`src/rtl/synth_pkg.sv`:
```
package synth_pkg;
   typedef enum logic [1:0] {
      PUMP_OFF = 2'd0,
      PUMP_UP  = 2'd1,
      PUMP_DN  = 2'd2
   } pump_e;

   function automatic int unsigned cnt_width(input int unsigned max_val);
      return (max_val < 2) ? 1 : $clog2(max_val + 1);
   endfunction
endpackage

```
`src/rtl/event_prescaler.sv`:
```
module event_prescaler #(
   parameter int unsigned DIV = 8
) (
   input  logic clk,
   input  logic rst,
   input  logic ev,
   output logic tc_pulse
);
   localparam int unsigned CW = synth_pkg::cnt_width(DIV - 1);
   localparam logic [CW-1:0] LAST = CW'(DIV - 1);
   localparam bit POW2 = ((DIV & (DIV - 1)) == 0);

   if (DIV < 2) begin : g_bad_div
      $error("event_prescaler: DIV must be at least 2");
   end

   logic [CW-1:0] cnt_q;
   logic          at_last;

   assign at_last = (cnt_q == LAST);

   if (POW2) begin : g_wrap
      always_ff @(posedge clk) begin
         if (rst) begin
            cnt_q <= '0;
         end else if (ev) begin
            cnt_q <= cnt_q + 1'b1;
         end
      end
   end else begin : g_cmp
      always_ff @(posedge clk) begin
         if (rst) begin
            cnt_q <= '0;
         end else if (ev) begin
            cnt_q <= at_last ? '0 : cnt_q + 1'b1;
         end
      end
   end

   always_ff @(posedge clk) begin
      if (rst) begin
         tc_pulse <= 1'b0;
      end else begin
         tc_pulse <= ev && at_last;
      end
   end
endmodule

```
`src/rtl/prog_divider.sv`:
```
module prog_divider #(
   parameter int unsigned CODE_W = 4,
   parameter int unsigned BASE   = 25
) (
   input  logic              clk,
   input  logic              rst,
   input  logic              in_pulse,
   input  logic [CODE_W-1:0] code,
   output logic              out_pulse
);
   localparam int unsigned MAX_RATIO = BASE + (1 << CODE_W) - 1;
   localparam int unsigned CW = synth_pkg::cnt_width(MAX_RATIO);

   if (BASE < 1) begin : g_bad_base
      $error("prog_divider: BASE must be at least 1");
   end
   if (CODE_W < 1 || CODE_W > 8) begin : g_bad_code
      $error("prog_divider: CODE_W must be 1..8");
   end

   logic [CW-1:0] cnt_q;
   logic [CW-1:0] lim_q;
   logic [CW-1:0] lim_new;
   logic          at_lim;

   assign lim_new = CW'(BASE - 1) + CW'(code);
   assign at_lim  = (cnt_q == lim_q);

   always_ff @(posedge clk) begin
      if (rst) begin
         cnt_q     <= '0;
         lim_q     <= lim_new;
         out_pulse <= 1'b0;
      end else begin
         out_pulse <= in_pulse && at_lim;
         if (in_pulse) begin
            if (at_lim) begin
               cnt_q <= '0;
               lim_q <= lim_new;
            end else begin
               cnt_q <= cnt_q + 1'b1;
            end
         end
      end
   end
endmodule

```
`src/rtl/pfd_core.sv`:
```
module pfd_core (
   input  logic               clk,
   input  logic               rst,
   input  logic               ref_ev,
   input  logic               fb_ev,
   output synth_pkg::pump_e   state
);
   import synth_pkg::*;

   logic up_q, dn_q;

   always_ff @(posedge clk) begin
      if (rst) begin
         up_q <= 1'b0;
         dn_q <= 1'b0;
      end else if (up_q && dn_q) begin
         up_q <= ref_ev;
         dn_q <= fb_ev;
      end else begin
         up_q <= up_q | ref_ev;
         dn_q <= dn_q | fb_ev;
      end
   end

   always_comb begin
      unique case ({up_q, dn_q})
         2'b10:   state = PUMP_UP;
         2'b01:   state = PUMP_DN;
         default: state = PUMP_OFF;
      endcase
   end
endmodule

```
`src/rtl/synth_divpfd.sv`:
```
module synth_divpfd #(
   parameter int unsigned FB_PRE_DIV  = 8,
   parameter int unsigned REF_PRE_DIV = 8,
   parameter int unsigned CODE_W      = 4,
   parameter int unsigned RATIO_BASE  = 25,
   parameter bit          REF_ALIGN   = 1'b1
) (
   input  logic              clk,
   input  logic              rst,
   input  logic              vco_pulse,
   input  logic              osc_pulse,
   input  logic [CODE_W-1:0] ratio_code,
   output logic              pump_up,
   output logic              pump_dn,
   output logic              pump_oe,
   output logic              fb_test,
   output logic              ref_test
);
   import synth_pkg::*;

   logic  fb_pre_tc, fb_div_tc;
   logic  ref_pre_tc, ref_edge;
   pump_e pfd_state;

   event_prescaler #(.DIV(FB_PRE_DIV)) u_fb_pre (
      .clk(clk), .rst(rst), .ev(vco_pulse), .tc_pulse(fb_pre_tc)
   );

   prog_divider #(.CODE_W(CODE_W), .BASE(RATIO_BASE)) u_fb_div (
      .clk(clk), .rst(rst), .in_pulse(fb_pre_tc),
      .code(ratio_code), .out_pulse(fb_div_tc)
   );

   event_prescaler #(.DIV(REF_PRE_DIV)) u_ref_pre (
      .clk(clk), .rst(rst), .ev(osc_pulse), .tc_pulse(ref_pre_tc)
   );

   if (REF_ALIGN) begin : g_ref_retime
      logic ref_dly_q;
      always_ff @(posedge clk) begin
         if (rst) ref_dly_q <= 1'b0;
         else     ref_dly_q <= ref_pre_tc;
      end
      assign ref_edge = ref_dly_q;
   end else begin : g_ref_direct
      assign ref_edge = ref_pre_tc;
   end

   pfd_core u_pfd (
      .clk(clk), .rst(rst), .ref_ev(ref_edge), .fb_ev(fb_div_tc),
      .state(pfd_state)
   );

   always_ff @(posedge clk) begin
      if (rst) begin
         fb_test  <= 1'b0;
         ref_test <= 1'b0;
      end else begin
         if (fb_div_tc)  fb_test  <= ~fb_test;
         if (ref_pre_tc) ref_test <= ~ref_test;
      end
   end

   assign pump_up = (pfd_state == PUMP_UP) && !rst;
   assign pump_dn = (pfd_state == PUMP_DN) && !rst;
   assign pump_oe = pump_up || pump_dn;
endmodule

```
`config.mk`:
```
export PLATFORM = sky130hd
export DESIGN_NAME = synth_divpfd
export DESIGN_NICKNAME = d
export VERILOG_FILES = /design/src/rtl/synth_pkg.sv /design/src/rtl/event_prescaler.sv /design/src/rtl/prog_divider.sv /design/src/rtl/pfd_core.sv /design/src/rtl/synth_divpfd.sv
export SDC_FILE = /design/constraint.sdc
export NUM_CORES = 1
export LEC_CHECK = 0
export BUFFER_PORTS_ARGS = -buffer_cell sky130_fd_sc_hd__buf_2
export CAP_MARGIN = 25
export CORE_MARGIN = 2
export CORE_UTILIZATION = 55
export CTS_CLUSTER_DIAMETER = 100
export DETAILED_ROUTE_END_ITERATION = 12
export PLACE_DENSITY = 0.86
export SYNTH_ARGS = -nofsm -noshare
export SYNTH_HDL_FRONTEND = slang
export SYNTH_HIERARCHICAL = 1
export SYNTH_SLANG_ARGS = --single-unit
```
`constraint.sdc`:
```
create_clock -name clk -period 1.5 [get_ports clk]
set_input_delay 0.3 -clock clk [delete_from_list [all_inputs] [get_ports clk]]
set_output_delay 0.3 -clock clk [all_outputs]
set_load 0.02 [all_outputs]
```
* Word level (Yosys, flattened, before mapping)
Index checks and enable logic that the tools add are counted.
Word-level totals: register bits 26, input port bits 8, output and inout port bits 5, logic and storage cells 45
Cells by class: add/sub/neg operators 4, equality and inequality tests 7, multiplexer cells 7, bitwise logic cells 4, reduce and logical (&&, ||, !) cells 11
Operator list (number):
- 6-bit two-way mux | 4
- 3-bit by 1-bit adder with 3-bit output, second input constant | 2
- 5-bit by 4-bit adder with 6-bit output, first input constant | 1
- 6-bit by 1-bit adder with 6-bit output, second input constant | 1
- 3-bit == test, second input constant | 2
- 6-bit == test | 1
- 1-bit logical AND | 6
- 2-bit by 1-bit == test with 1-bit output, second input constant | 2
- 2-bit == test, second input constant | 2
- 2-bit case mux with 2 select lines | 1
- 2-bit nonzero test | 2
- 1-bit two-way mux | 2
- 1-bit inverter | 2
- 1-bit bitwise OR | 2
- 2-bit AND reduction | 1
- 1-bit zero test | 1
- 1-bit logical OR | 1

* Logic depth before layout (Yosys ltp)
Gate-level depths: netlist of run 1.
word-level depth 5, depth in mapped cells 4, depth with buffers taken out 4

* By module
The synthesis of run 1 kept the hierarchy.
Modules (own cells, without submodules):
- prog_divider | times used 1, cells an instance 44, area an instance 553.0 µm², sequential area each 290.3 µm²
- event_prescaler | times used 2, cells an instance 14, area an instance 152.6 µm², sequential area each 80.1 µm²
- synth_divpfd | times used 1, cells an instance 13, area an instance 116.4 µm², sequential area each 60.1 µm²
- pfd_core | times used 1, cells an instance 6, area an instance 75.1 µm², sequential area each 40.0 µm²

* Worst setup path before layout of run 1
OpenSTA, ideal clock, no wires.
path type reg-to-output, start point register u_pfd.dn_q, end point output port pump_oe, arrival 1.029 ns, data required time 1.200 ns, slack 0.171 ns, cell stages (with the launch flop) 4, buffers on the path 0, cells stage by stage dfxtp_1 and2b_2 nand2b_1 a21oi_1
On the way: word-level cells in the longest chain between the ends 5, elaborated cells on any way between the ends 8, classes of those cells eq/ne (4); mux (1); reduce/logical (3)
Ends and longest elaborated chain:
- start, declared | RTL line pfd_core.sv:10 | logic up_q, dn_q;
- start signal, assigned | RTL line pfd_core.sv:18 | dn_q <= fb_ev;
- start signal, assigned | RTL line pfd_core.sv:21 | dn_q <= dn_q | fb_ev;
- 2-bit by 1-bit == test with 1-bit output / 2-bit == test (equally long branches) | RTL line pfd_core.sv:26 | unique case ({up_q, dn_q})
- 2-bit case mux with 2 select lines (*) | RTL line pfd_core.sv:26
- net pfd_state[0] | RTL line synth_divpfd.sv:23 | pump_e pfd_state;
- 2-bit by 1-bit == test with 1-bit output / 2-bit == test (equally long branches) | RTL line synth_divpfd.sv:64, synth_divpfd.sv:65
- 1-bit logical AND (on tied branches) | RTL line synth_divpfd.sv:64, synth_divpfd.sv:65
- 1-bit logical OR (*) | RTL line synth_divpfd.sv:66 | assign pump_oe = pump_up || pump_dn;
- end, declared | RTL line synth_divpfd.sv:15 | output logic pump_oe,
Mark *: on every way through the listed nets, which the timed path passes. The rest lies on a longest branch.

* Final worst setup path of run 1
Same ends and word-level chain as after synthesis.

==> results.md, run 1 <==
- In this run the worst path has a maximum fanout of 3.
- TritonCTS built the clock tree.
- TritonCTS created 3 clock buffers.
- Synthesis handed over a netlist of 91 instances.
- The count of input and output buffers is 12.
- The tree built by TritonCTS fans out to 25 sinks.
- The final reports fail on setup timing.
- Clock-pin slew was measured on the worst setup and hold paths at around 0.14 ns.
- The area growth from synthesis to layout is 16.8%.
- The arrival time at the worst endpoint is roughly 1.3 ns.
- Pin placement for this block handled 13 I/O pins.
- The total congestion overflow after global routing is 0.
- By area, the combinational part of the netlist is dominated by simple AND/OR/NAND/NOR gates.
- The clock tree buffer depth is 2.
- The ratio of routed vias to standard cells is 5.31.
- By startpoint and endpoint, the worst setup path is classified as flop to primary output.
- The number of library cell types mapped by synthesis is 26.
- Setup slack on the critical path of the routed design comes to -0.114 ns.
- The area share of xor/xnor cells in the synthesized design is 10.0%.
- The floorplan die area is 2270 um^2.
- At the worst endpoint, the required time is 1.20 ns.
- The internal reg-to-reg setup slack is 0.12 ns.
- Leaving out fill and tap cells, the most frequent cells in the layout are sky130_fd_sc_hd__dfxtp_1 (19), sky130_fd_sc_hd__nor2_1 (11), sky130_fd_sc_hd__buf_2 (9), sky130_fd_sc_hd__xnor2_1 (6), sky130_fd_sc_hd__xor2_1 (6).
- The post-route fraction of the period consumed by the critical path is 108%.
- The number of hold-slack violations in the final timing report is 0.
- The layout filler cell count is 149.
- The core area is 1760 um^2.
- CTS built an H-tree with a depth of 1.
- The pin count of the biggest net entering global routing is 16.
- Summing all multi-input logic gate instances after layout gives 515 um^2.
- In this run the critical register-to-register path is launched from u_fb_div/lim_q[4].
- Leaving out fill and tap cells, the most frequent cell in the layout is sky130_fd_sc_hd__dfxtp_1.
- The sequential cells in the finished layout cover a total of 552 um^2.
- Row generation in the floorplan step produced 15 rows.
- The average wire length per cell after detail routing is approximately 13 um.
- The remaining max-slew budget at the tightest pin is 80.3%.
- In the final layout, the share of cells above drive strength 1 is 29.6%.
- Setup repair after global routing could not meet its margin everywhere.
- The via count of the routed design is 706.
- The number of enable-type register cells in the synthesized netlist is 5.
- Measured along the y axis, the die boundary spans 47.7 um.
- The routed design could run at a clock period as short as 1.61 ns.
- The synthesized netlist devotes 14.1% of its cell area to simple gates.
- The cell area after technology mapping is 1050 um^2.
- After the flow finishes, the layout carries non-filler instances totaling 133.
- Global routing used 17.2% of the available tracks across all layers.
- The fraction of synthesis flops using an asynchronous set or reset pin is 0%.
- The startpoint type of the worst setup path is a flop.
- Measured against the total synthesized area, the mux share comes to about 4.8%.
- The path class of the tightest hold or removal check is primary input to flop.
- The number of register bits inferred by synthesis is 25.
- The number of nets in the synthesized netlist is 104.
- The number of antenna violations at the first check in global routing is 0.
- The synthesized netlist devotes 11.6% of its cell area to compound gates.
- The peak clock frequency supported by timing is 0.620 GHz.
- The critical path capture point type is a primary output.
- The worst register-to-register path ends at u_fb_div/lim_q[2].
- The total setup violations reported at the end of the flow is 3.
- The final RePlAce weighted congestion is 0.798.
- Sequential cells were found to cover a little over half of the synthesized design area.
- The number of iterations in the first detailed-routing pass is 2.
- The flow ran to the end, but the final reports show violations.
- After detailed placement, the design holds a cell count of 129.
- The initial utilization of the core area, before any placement, comes to 59.5%.
- The power density relative to cell area is 899 nW/um^2.
- The tightest hold path in the finished design has a slack of 0.141 ns.
- After detailed routing, the total wire length is 1.67 mm.
- The number of DRC markers after the initial detailed-route iteration is 3.
- VDD sags by at most 0.684 mV.
- Buffers inserted to repair hold after CTS numbered 0.
- The horizontal die dimension is 47.7 um.
- The final worst clock skew is 0.00931 ns.
- The path with the worst hold slack has its endpoint at u_fb_div/lim_q[0].
- The cell depth of the worst hold path is 1.
- The max-capacitance violation count is 0.
- The global-route wire length before repair is 2.69 mm.
- The number of slew-limit violations in the final report came to 0.
- The DRC violations left is 0.
- For the worst-skew pair, the clock arrives at the later sink with an insertion delay of 0.32 ns.
- After Yosys synthesis, full adders, half adders and majority gates account for 5.96% of the synthesized area.
- The cell depth of the worst flop-to-flop path is 3.
- The number of nets at the end of the flow is around 120.
- During synthesis, Yosys emitted a total of 6 warnings.
- The count of nets left with antenna violations after detail routing is 0.
- The post-synthesis average cell area is 11.5 um^2.
- The transition time at the pin with the least slew margin is 0.295 ns.
- The via count of the first global-routing pass is 669.
- The buffer type at the clock tree root is sky130_fd_sc_hd__clkbuf_4.
- The commonest register cell after synthesis is sky130_fd_sc_hd__dfxtp_1.
- The source of the worst hold timing path is ratio_code[0].
- The number of diodes added for antenna fixing is 0.
- The leakage component of the power is a little over 0.5 nW.
-- registers in the layout (all words and copies together) (netlist names) --
signal	cells
u_ref_pre/cnt_q	3
g_ref_retime.ref_dly_q	1
u_ref_pre/tc_pulse	1
u_fb_pre/cnt_q	3
ref_test	1
u_pfd/up_q	1
fb_test	1
u_fb_div/out_pulse	1
u_pfd/dn_q	1
u_fb_div/lim_q	5
u_fb_div/cnt_q	6
u_fb_pre/tc_pulse	1
-- critical path, cell delays in order, from the launching register on --
cell                       delay [ns]
sky130_fd_sc_hd__dfxtp_2         0.36
sky130_fd_sc_hd__and2b_2         0.23
sky130_fd_sc_hd__nand2b_4        0.16
sky130_fd_sc_hd__a21oi_4         0.12
sky130_fd_sc_hd__buf_6           0.13
-- cell type report --
cell class	count	share of cell area (%)
Clock buffer	3	1.84
Clock inverter	1	0.612
Inverter	2	0.612
Multi-Input combinational cell	63	42.0
Sequential cell	25	45.0
Tap cell	25	2.55
Timing Repair Buffer	14	7.35
-- synthesized netlist by cell type (2+ instances only) --
cell type | count | area (um^2)
sky130_fd_sc_hd__nor2b_1 | 2 | 12.5
sky130_fd_sc_hd__nand2b_1 | 2 | 12.5
sky130_fd_sc_hd__nand2_1 | 3 | 11.3
sky130_fd_sc_hd__mux2i_1 | 5 | 50.1
sky130_fd_sc_hd__o21ba_2 | 2 | 20.0
sky130_fd_sc_hd__a21o_2 | 2 | 17.5
sky130_fd_sc_hd__nand4_1 | 2 | 12.5
sky130_fd_sc_hd__a211oi_1 | 5 | 37.5
sky130_fd_sc_hd__dfxtp_1 | 20 | 400
sky130_fd_sc_hd__edfxtp_1 | 5 | 150
sky130_fd_sc_hd__xnor2_1 | 6 | 52.6
sky130_fd_sc_hd__ha_1 | 5 | 62.6
sky130_fd_sc_hd__inv_1 | 2 | 7.51
sky130_fd_sc_hd__a21oi_1 | 2 | 10.0
sky130_fd_sc_hd__nor2_1 | 12 | 45.0
sky130_fd_sc_hd__xor2_1 | 6 | 52.6
-- cell families after synthesis --
kind of cell,count (synthesis)
flops,25
simple gates,27
xor+xnor,12
fa+ha+maj,5
buf+inv,3
compound gates,14
mux,5
-- layer usage --
layer,global-route usage (%),vias up,part of all wire [%]
met5,0,-,0
met4,9.19,0,2.4
met3,3.02,4,2.1
met2,31.2,13,55
met1,18.9,335,40
li1,-,354,-
-- report_power, final --
part / internal [W] / total (W) / switching [W]
logic: 0.0000357 / 0.0000770 / 0.0000413
registers: 0.000709 / 0.000721 / 0.0000121
clock network: 0.000102 / 0.000304 / 0.000202
total: 0.000847 / 0.00110 / 0.000255
-- worst max path at each step --
| stage | startpoint | endpoint | slack [ns] | cells past startpoint |
|---|---|---|---|---|
| floorplan | u_pfd/dn_q | pump_oe | 0.17 | 3 |
| global placement | u_fb_div/lim_q[4] | u_fb_div/lim_q[5] | 0.16 | 3 |
| detailed placement | u_fb_div/lim_q[4] | u_fb_div/lim_q[1] | 0.15 | 3 |
| CTS | u_pfd/dn_q | pump_oe | -0.12 | 4 |
| global route | u_pfd/dn_q | pump_up | -0.17 | 4 |
| finish | u_pfd/dn_q | pump_oe | -0.11 | 4 |
-- repair_timing --
| item | in CTS | in global routing |
|---|---|---|
| pin swaps | 1 | 0 |
| resized for setup | 7 | 5 |
| buffers inserted | 0 | 0 |
| endpoints found under the setup margin | 3 | 3 |
-- metrics by stage --
stage          total power, W  TNS (ns)  cell area, um^2  setup slack (ns)  utilization (%)
4_1_cts               0.00111    -0.269             1210            -0.115             68.4
5_1_grt               0.00115    -0.472             1230            -0.167             69.5
3_5_place_dp         0.000813         0             1150             0.146             65.2
6_report              0.00110    -0.297             1230            -0.114             69.5
3_3_place_gp         0.000806         0             1150             0.163             65.2
2_1_floorplan        0.000778         0             1050             0.171                -
No activity file was read; power rests on OpenSTA's default activity.
==> run 2: changes to the inputs <==
Settings changed: ABC_AREA from default to 1, CORE_MARGIN 2 to 5.
==> results.md, run 2 <==
- The number of standard cells after synthesis came to 139 (+53%).
- The worst setup path is launched from a flop.
- In this design, the largest share of critical-path delay is due to buffers and inverters.
- The clock input transition at the sequential cells of the worst setup and hold paths is 0.13 ns (about the same).
- The count of input and output buffers is 12 (unchanged).
- The ratio of routed vias to standard cells is 4.71 (-11%).
- The flip-flop count of the largest register, all copies and words added is 6 (unchanged).
- The cell depth of the worst flop-to-flop path was 7 (+4).
- The slowest cell on the critical path is sky130_fd_sc_hd__dfxtp_2.
- The global-route wire length before repair came to 3.35 mm (+25%).
- The total track usage came to 15.9% (-1.3 points).
- The horizontal die dimension is 54.7 um (+15%).
- The source-to-sink clock delay at the later pin of the worst-skew pair is 0.31 ns (about the same).
- The most prevalent standard cell on the critical path is sky130_fd_sc_hd__inv_1.
- Leaving out fill and tap cells, the most frequent cell in the layout is sky130_fd_sc_hd__nand2_1.
- The total buffers and inverters traversed by the critical path came to 5 (+4).
- The final RePlAce weighted congestion is 0.815 (+2.1%).
- u_fb_div/cnt_q holds more flip-flops than any other register.
- The launch instance of the worst register-to-register path is u_fb_div/lim_q[4].
- The total clock sinks came to 25 (unchanged).
- The most common cell in the synthesized netlist is sky130_fd_sc_hd__nand2_1.
- The max-capacitance violation count is 0 (unchanged).
- The clock tree buffer depth is 2 (unchanged).
- The number of DRC markers after the initial detailed-route iteration is 12 (+9).
- The final reports fail on setup timing.
- The arrival time at the worst endpoint was 1.20 ns (-0.11 ns).
- The fraction of synthesis flops using an asynchronous set or reset pin came to 0% (unchanged).
- The total I/O pin count came to 13 (unchanged).
- The average wire length per cell after detail routing came to 10.8 um (-15%).
- The worst-case setup margin in the final layout is -0.00411 ns (+0.109 ns).
- The largest incremental delay on the critical path is 0.35 ns (about the same).
- The number of register bits inferred by synthesis was 25 (unchanged).
- The worst-case vdd ir drop is 0.626 mV (-8.5%).
- The site row count is 16 (+1).
- Setup repair after global routing could not meet its margin everywhere.
- The aggregate negative setup slack came to -0.00411 ns (+0.293 ns).
- The post-route fraction of the period consumed by the critical path was 100% (-7.3 points).
- The final worst clock skew is 0.00194 ns (-0.00737 ns).
- The transition time at the pin with the least slew margin is 0.266 ns (-0.0291 ns).
- The internal reg-to-reg setup slack came to 0.10 ns (-0.02 ns).
- The worst setup path is captured at a primary output.
- The clock period minus final worst setup slack is 1.50 ns (-0.109 ns).
- The height of the die was 54.7 um (+15%).
- The cell depth of the worst hold path came to 1 (unchanged).
- The number of slew-limit violations in the final report was 0 (unchanged).
- The largest registers in the layout are u_fb_div/cnt_q: 6 flops, u_fb_div/lim_q: 5 flops.
- In the layout the commonest cells are sky130_fd_sc_hd__nand2_1 (27), sky130_fd_sc_hd__inv_1 (26), sky130_fd_sc_hd__nor2_1 (26), sky130_fd_sc_hd__dfxtp_1 (18), sky130_fd_sc_hd__buf_2 (9).
- The peak clock frequency supported by timing came to 0.665 GHz (+7.3%).
- The required time at the worst-slack endpoint is 1.20 ns (about the same).
- The count of yosys warnings during synthesis is 6 (unchanged).
- The cell taking the most area after synthesis is sky130_fd_sc_hd__dfxtp_1.
- The via count of the routed design is 876 (+24%).
- The via count of the first global-routing pass is 838 (+25%).
- The floorplan die area is 2990 um^2 (+32%).
- The total congestion overflow after global routing came to 0 (unchanged).
- Traced cell by cell, the critical path runs through inv_1, nand2_2, inv_2, inv_1, nand3_1, inv_1, buf_4.
- The count of nets left with antenna violations after detail routing came to 0 (unchanged).
- The post-synthesis average cell area is 7.91 um^2 (-31%).
- The number of enable-type register cells in the synthesized netlist is 5 (unchanged).
- The placement-stage worst setup slack came to 0.106 ns (-0.0401 ns).
- The starting utilization of the core area came to 56.6% (-2.9 points).
- In the synthesized netlist the dominant register cell turns out to be sky130_fd_sc_hd__dfxtp_1.
- The CTS tree is built.
- The clock buffer count from CTS is 3 (unchanged).
- The synthesis-to-layout area growth is 16.4%.
- The total wirelength of the detailed-routed design is 2.00 mm (+20%).
- The number of iterations in the first detailed-routing pass came to 4 (+2).
- The total number of H-tree levels is 1 (unchanged).
- The synthesized net count was 152 (+46%).
- The sequential fraction of the synthesis area is 50.1% (-2.4 points).
- The number of diodes added for antenna fixing is 0 (unchanged).
- In the post-synthesis netlist, the biggest area contributors are sky130_fd_sc_hd__dfxtp_1 (36%), sky130_fd_sc_hd__edfxtp_1 (14%), sky130_fd_sc_hd__nand2_1 (11%).
- The leakage component of the power is 0.616 nW (+19%).
- The number of nets at the end of the flow came to 173 (+42%).
- The cell sitting at the root of the clock tree is a sky130_fd_sc_hd__clkbuf_4.
- The total setup violations reported at the end of the flow is 1 (-2).
- The worst hold endpoint is u_fb_div/lim_q[1].
- The highest net fanout along the worst path is 2 (-1).
- The number of hold-slack violations in the final timing report came to 0 (unchanged).
- The source of the worst hold timing path is ratio_code[1].
- The layout filler cell count came to 170 (+14%).
- In this run the worst hold path is classified as primary input to flop.
- The cell area after technology mapping is 1100 um^2 (+4.8%).
- The share of the synthesized area in the top cell type is 36.4% (-1.7 points).
- In this run the critical register-to-register path is captured at u_fb_div/cnt_q[0].
- The core area is 1940 um^2 (+10%).
- The fraction of layout instances using a drive strength above 1 is 20.8% (-8.9 points).
- The DRC violations left was 0 (unchanged).
- The HPWL after detailed placement is about 1.5 mm.
- The power density relative to cell area was 858 nW/um^2 (-4.5%).
- The worst setup path is of the flop to primary output kind.
- The number of library cell types mapped by synthesis is 18 (-31%).
- The remaining max-slew budget at the tightest pin was 82.2% (+1.9 points).
- The run finished, with violations left.
- The pin count of the biggest net entering global routing was 14 (-2).
- The overall power after layout is 0.00110 W (-0.36%).
- The number of antenna violations at the first check in global routing is 0 (unchanged).
- The worst slack on hold paths came to 0.151 ns (+0.0104 ns).
- In the synthesized netlist, the cells that appear most often are sky130_fd_sc_hd__nand2_1 (31), sky130_fd_sc_hd__inv_1 (29), sky130_fd_sc_hd__nor2_1 (27).
## run 2: cell families (layout without fill, tap and decap cells)
logic type	count (synthesis)	after routing	share of synthesized area, %
multiplexers	1	1	0.910
XOR/XNOR	5	5	3.98
flip-flops	25	25	50.1
buffers and inverters	29	49	9.90
AO/OA/AOI/OAI	10	10	6.37
AND/OR/NAND/NOR	64	64	23.1
adder cells (fa/ha/maj)	5	5	5.69
## run 2: routing by layer
layer | vias up | wire, um | track usage [%]
met5 | - | 0 | 0
met4 | 0 | 26 | 7.88
met3 | 4 | 78 | 2.45
met2 | 17 | 1040 | 29.1
met1 | 399 | 855 | 17.4
li1 | 456 | - | -
## run 2: what timing repair did
item                       CTS  global route
gates resized for setup      7             8
hold buffers                 0             0
buffers inserted             0             3
pin swaps                    3             4
setup endpoints to repair    2             8
## run 2: layout make-up
type / count / area [um^2] / area share [%]
Multi-Input combinational cell: 85 / 453 / 35.4
Timing Repair Buffer: 16 / 105 / 8.21
Clock buffer: 4 / 26.3 / 2.05
Sequential cell: 25 / 553 / 43.2
Inverter: 29 / 109 / 8.50
Tap cell: 27 / 33.8 / 2.64
## run 2: worst max path at each step
stage / from / to / slack [ns] / cells after the start
after floorplan: u_fb_div/lim_q[4] / u_fb_div/lim_q[0] / 0.24 / 5
after global placement: u_fb_div/lim_q[4] / u_fb_div/lim_q[0] / 0.17 / 5
after detailed placement: u_fb_div/lim_q[4] / u_fb_div/lim_q[0] / 0.11 / 5
after CTS: u_pfd/dn_q / pump_dn / 0.002 / 7
after global routing: u_pfd/up_q / pump_up / -0.06 / 7
final: u_pfd/up_q / pump_up / -0.004 / 7
## run 2: power by group
part           internal (W)  switching [W]   total, W
combinational     0.0000352      0.0000452  0.0000804
sequential         0.000707      0.0000129   0.000720
clock              0.000104       0.000194   0.000298
total              0.000846       0.000252    0.00110
## run 2: worst register-to-register path: stages, from the launching register on
cell and delay [ns]:
sky130_fd_sc_hd__edfxtp_1 0.48, sky130_fd_sc_hd__nand2_1 0.10, sky130_fd_sc_hd__nand2_1 0.05, sky130_fd_sc_hd__nor2_1 0.08
sky130_fd_sc_hd__nand2_1 0.11, sky130_fd_sc_hd__o21bai_4 0.28, sky130_fd_sc_hd__buf_4 0.18, sky130_fd_sc_hd__nor2_1 0.04
## run 2: through the flow
stage / std cells / utilization, % / cell area (um^2)
after floorplan: 139 / - / 1100
after global placement: 179 / 61.9 / 1200
after detailed placement: 179 / 61.9 / 1200
after CTS: 183 / 64.0 / 1240
after global routing: 186 / 65.9 / 1280
final: 186 / 65.9 / 1280
==> run 3: changes to the inputs <==
Settings changed: CORE_UTILIZATION 55 to 53, CTS_BUF_LIST from default to sky130_fd_sc_hd__clkbuf_2 sky130_fd_sc_hd__clkbuf_4 sky130_fd_sc_hd__clkbuf_8, PLACE_DENSITY 0.86 to 0.84.
==> results.md, run 3 (synthesis gave the netlist of run 2 again) <==
- The transition time at the pin with the least slew margin is 0.304 ns (+0.0381 ns).
- The total track usage is 11.6% (-4.3 points).
- The synthesis-to-layout area growth is 15.1%.
- The pin count of the biggest net entering global routing is 15 (+1).
- The total congestion overflow after global routing is 0 (unchanged).
- The total number of H-tree levels came to 1 (unchanged).
- The internal portion of total power is 0.000839 W (-0.80%).
- The overall power after layout is 0.00108 W (-1.7%).
- The height of the die is 55.6 um (+1.5%).
- The number of DRC markers after the initial detailed-route iteration is 5 (-7).
- The final RePlAce weighted congestion came to 0.824 (+1.1%).
- The number of nets at the end of the flow came to 172 (-0.58%).
- The quantity of hold-fixing buffers added after cts is 0 (unchanged).
- The total I/O pin count is 13 (unchanged).
- The peak clock frequency supported by timing is 0.681 GHz (+2.5%).
- The site row count came to 16 (unchanged).
- The required time at the worst-slack endpoint is 1.20 ns (about the same).
- The CTS tree is built.
- The clock period minus final worst setup slack was 1.47 ns (-0.0363 ns).
- The power share of the sequential group is 66.7% (+1.1 points).
- The number of slew-limit violations in the final report is 0 (unchanged).
- The register name with the most flops is u_fb_div/cnt_q.
- The total setup violations reported at the end of the flow is 0 (-1).
- The starting utilization of the core area is 56.1% (-0.58 points).
- The share of the core filled with cells is 64.5% (-1.4 points).
- The average wire length per cell after detail routing came to 9.31 um (-13%).
- The HPWL after detailed placement is 1.33 mm (-8.8%).
- The highest net fanout along the worst path is 2 (unchanged).
- The worst setup path is launched from a flop.
- The floorplan die area is 3090 um^2 (+3.1%).
- The clock input transition at the sequential cells of the worst setup and hold paths is 0.13 ns (about the same).
- The post-route fraction of the period consumed by the critical path is 97.9% (-2.4 points).
- The flow ran to the end, and the final reports show no timing, DRC or antenna violations.
- The count of nets left with antenna violations after detail routing was 0 (unchanged).
- In the layout the commonest cells are sky130_fd_sc_hd__nand2_1 (30), sky130_fd_sc_hd__inv_1 (27), sky130_fd_sc_hd__nor2_1 (26), sky130_fd_sc_hd__dfxtp_1 (18), sky130_fd_sc_hd__buf_2 (9).
- The via count of the first global-routing pass is 731 (-13%).
- The leakage component of the power was 0.619 nW (+0.55%).
- The number of hold-slack violations in the final timing report is 0 (unchanged).
- The core area is 1960 um^2 (+1.0%).
- The total clock sinks came to 25 (unchanged).
- The remaining max-slew budget at the tightest pin is 79.7% (-2.5 points).
- The switching share of total power is 22.2% (-0.68 points).
- The ratio of routed vias to standard cells is 4.39 (-6.7%).
- Setup repair after global routing could not meet its margin everywhere.
- The via count of the routed design is 813 (-7.2%).
- The horizontal die dimension is 55.6 um (+1.5%).
- The flip-flop count of the largest register, all copies and words added is 6 (unchanged).
- The worst-case vdd ir drop came to 0.669 mV (+6.9%).
- The clock group share of total power is 26.3% (-0.8 points).
- The total wirelength of the detailed-routed design is 1.72 mm (-14%).
- The fraction of power consumed by combinational cells is 7.1% (-0.2 points).
- The arrival time at the worst endpoint is 1.17 ns (-0.03 ns).
- The leading cell type in the layout, fill and taps excluded is sky130_fd_sc_hd__nand2_1.
- The critical path is of the flop to primary output type.
- The largest registers in the layout are u_fb_div/cnt_q: 6 flops, u_fb_div/lim_q: 5 flops.
- The number of iterations in the first detailed-routing pass is 3 (-1).
- The path class of the lowest-slack min-delay path is primary input to flop.
- The max-capacitance violation count is 0 (unchanged).
- The net switching power is 0.000240 W (-4.6%).
- The clock tree buffer depth is 2 (unchanged).
- The fraction of layout instances using a drive strength above 1 was 18.4% (-2.4 points).
- The global-route wire length before repair is 2.87 mm (-14%).
- The DRC violations left was 0 (unchanged).
- The final worst clock skew is 0.00911 ns (+0.00717 ns).
- The critical path capture point type is a primary output.
- The number of antenna violations at the first check in global routing is 0 (unchanged).
- The aggregate negative setup slack was 0 ns (+0.00411 ns).
- The clock buffer count from CTS was 3 (unchanged).
- The power density relative to cell area was 853 nW/um^2 (-0.59%).
- The tree is rooted in a sky130_fd_sc_hd__clkbuf_4.
- The source-to-sink clock delay at the later pin of the worst-skew pair was 0.31 ns (about the same).
- The number of diodes added for antenna fixing is 0 (unchanged).
- The count of input and output buffers is 12 (unchanged).
## run 3: cell types whose count changed in the layout (fill, tap and decap cells not counted)
cell	before	now
sky130_fd_sc_hd__inv_1	26	27
sky130_fd_sc_hd__nand2_2	4	1
sky130_fd_sc_hd__nand2_1	27	30
sky130_fd_sc_hd__clkbuf_1	1	0
sky130_fd_sc_hd__clkinv_2	0	1
sky130_fd_sc_hd__buf_4	5	4
sky130_fd_sc_hd__inv_2	3	2
## run 3: per-stage QoR
stage | area [um^2] | setup slack [ns] | hold slack, ns | std cells
finish | 1270 | 0.0322 | 0.156 | 185
global route | 1270 | -0.0861 | 0.135 | 185
CTS | 1230 | 0.00526 | 0.143 | 183
detailed placement | 1200 | 0.119 | 0.431 | 179
global placement | 1200 | 0.165 | 0.419 | 179
floorplan | 1100 | 0.239 | 0.369 | 139
## run 3: cell type report
class / count / area (um^2)
well taps: 27 / 33.8
clock inverters: 1 / 5.00
multi-input cells: 85 / 445
flip-flops and latches: 25 / 553
inverters: 29 / 109
fillers: 193 / 696
repair buffers: 15 / 97.6
clock buffers: 3 / 22.5
## run 3: worst paths after layout
| kind | startpoint | end | slack, ns | cells after the start |
|---|---|---|---|---|
| max reg2reg | u_fb_div/lim_q[4] | u_fb_div/lim_q[1] | 0.13 | 5 |
| max | u_pfd/up_q | pump_oe | 0.03 | 7 |
| min | ratio_code[2] | u_fb_div/lim_q[2] | 0.16 | 1 |
| min reg2reg | u_ref_pre/tc_pulse | g_ref_retime.ref_dly_q | 0.44 | 2 |
## run 3: metal layers
metal	GRT usage, %	vias up	share of wire [%]
li1	-	454	-
met1	12.9	347	45
met2	20.3	8	50
met3	2.33	4	3.1
met4	6.60	0	1.7
met5	0	-	0
## run 3: critical path: stages (launching register included)
cell and delay [ns]:
sky130_fd_sc_hd__dfxtp_2 0.36, sky130_fd_sc_hd__inv_1 0.04, sky130_fd_sc_hd__nand2_1 0.07, sky130_fd_sc_hd__inv_1 0.05
sky130_fd_sc_hd__inv_1 0.04, sky130_fd_sc_hd__nand3_1 0.08, sky130_fd_sc_hd__nand2_1 0.09, sky130_fd_sc_hd__buf_6 0.11
## run 3: power by group through the flow
stage / combinational [W] / clock [W] / sequential (W)
after floorplan: 0.0000468 / 0 / 0.000732
after global routing: 0.0000900 / 0.000331 / 0.000723
after CTS: 0.0000737 / 0.000302 / 0.000720
final: 0.0000764 / 0.000283 / 0.000720
after global placement: 0.0000681 / 0 / 0.000733
after detailed placement: 0.0000735 / 0 / 0.000735
## run 3: timing repair
| action | 4_1_cts | 5_1_grt |
|---|---|---|
| resized for setup | 2 | 9 |
| setup buffers | 0 | 2 |
| pin swaps | 0 | 3 |
| setup endpoints to repair | 2 | 8 |
| hold endpoints to repair | 0 | 0 |
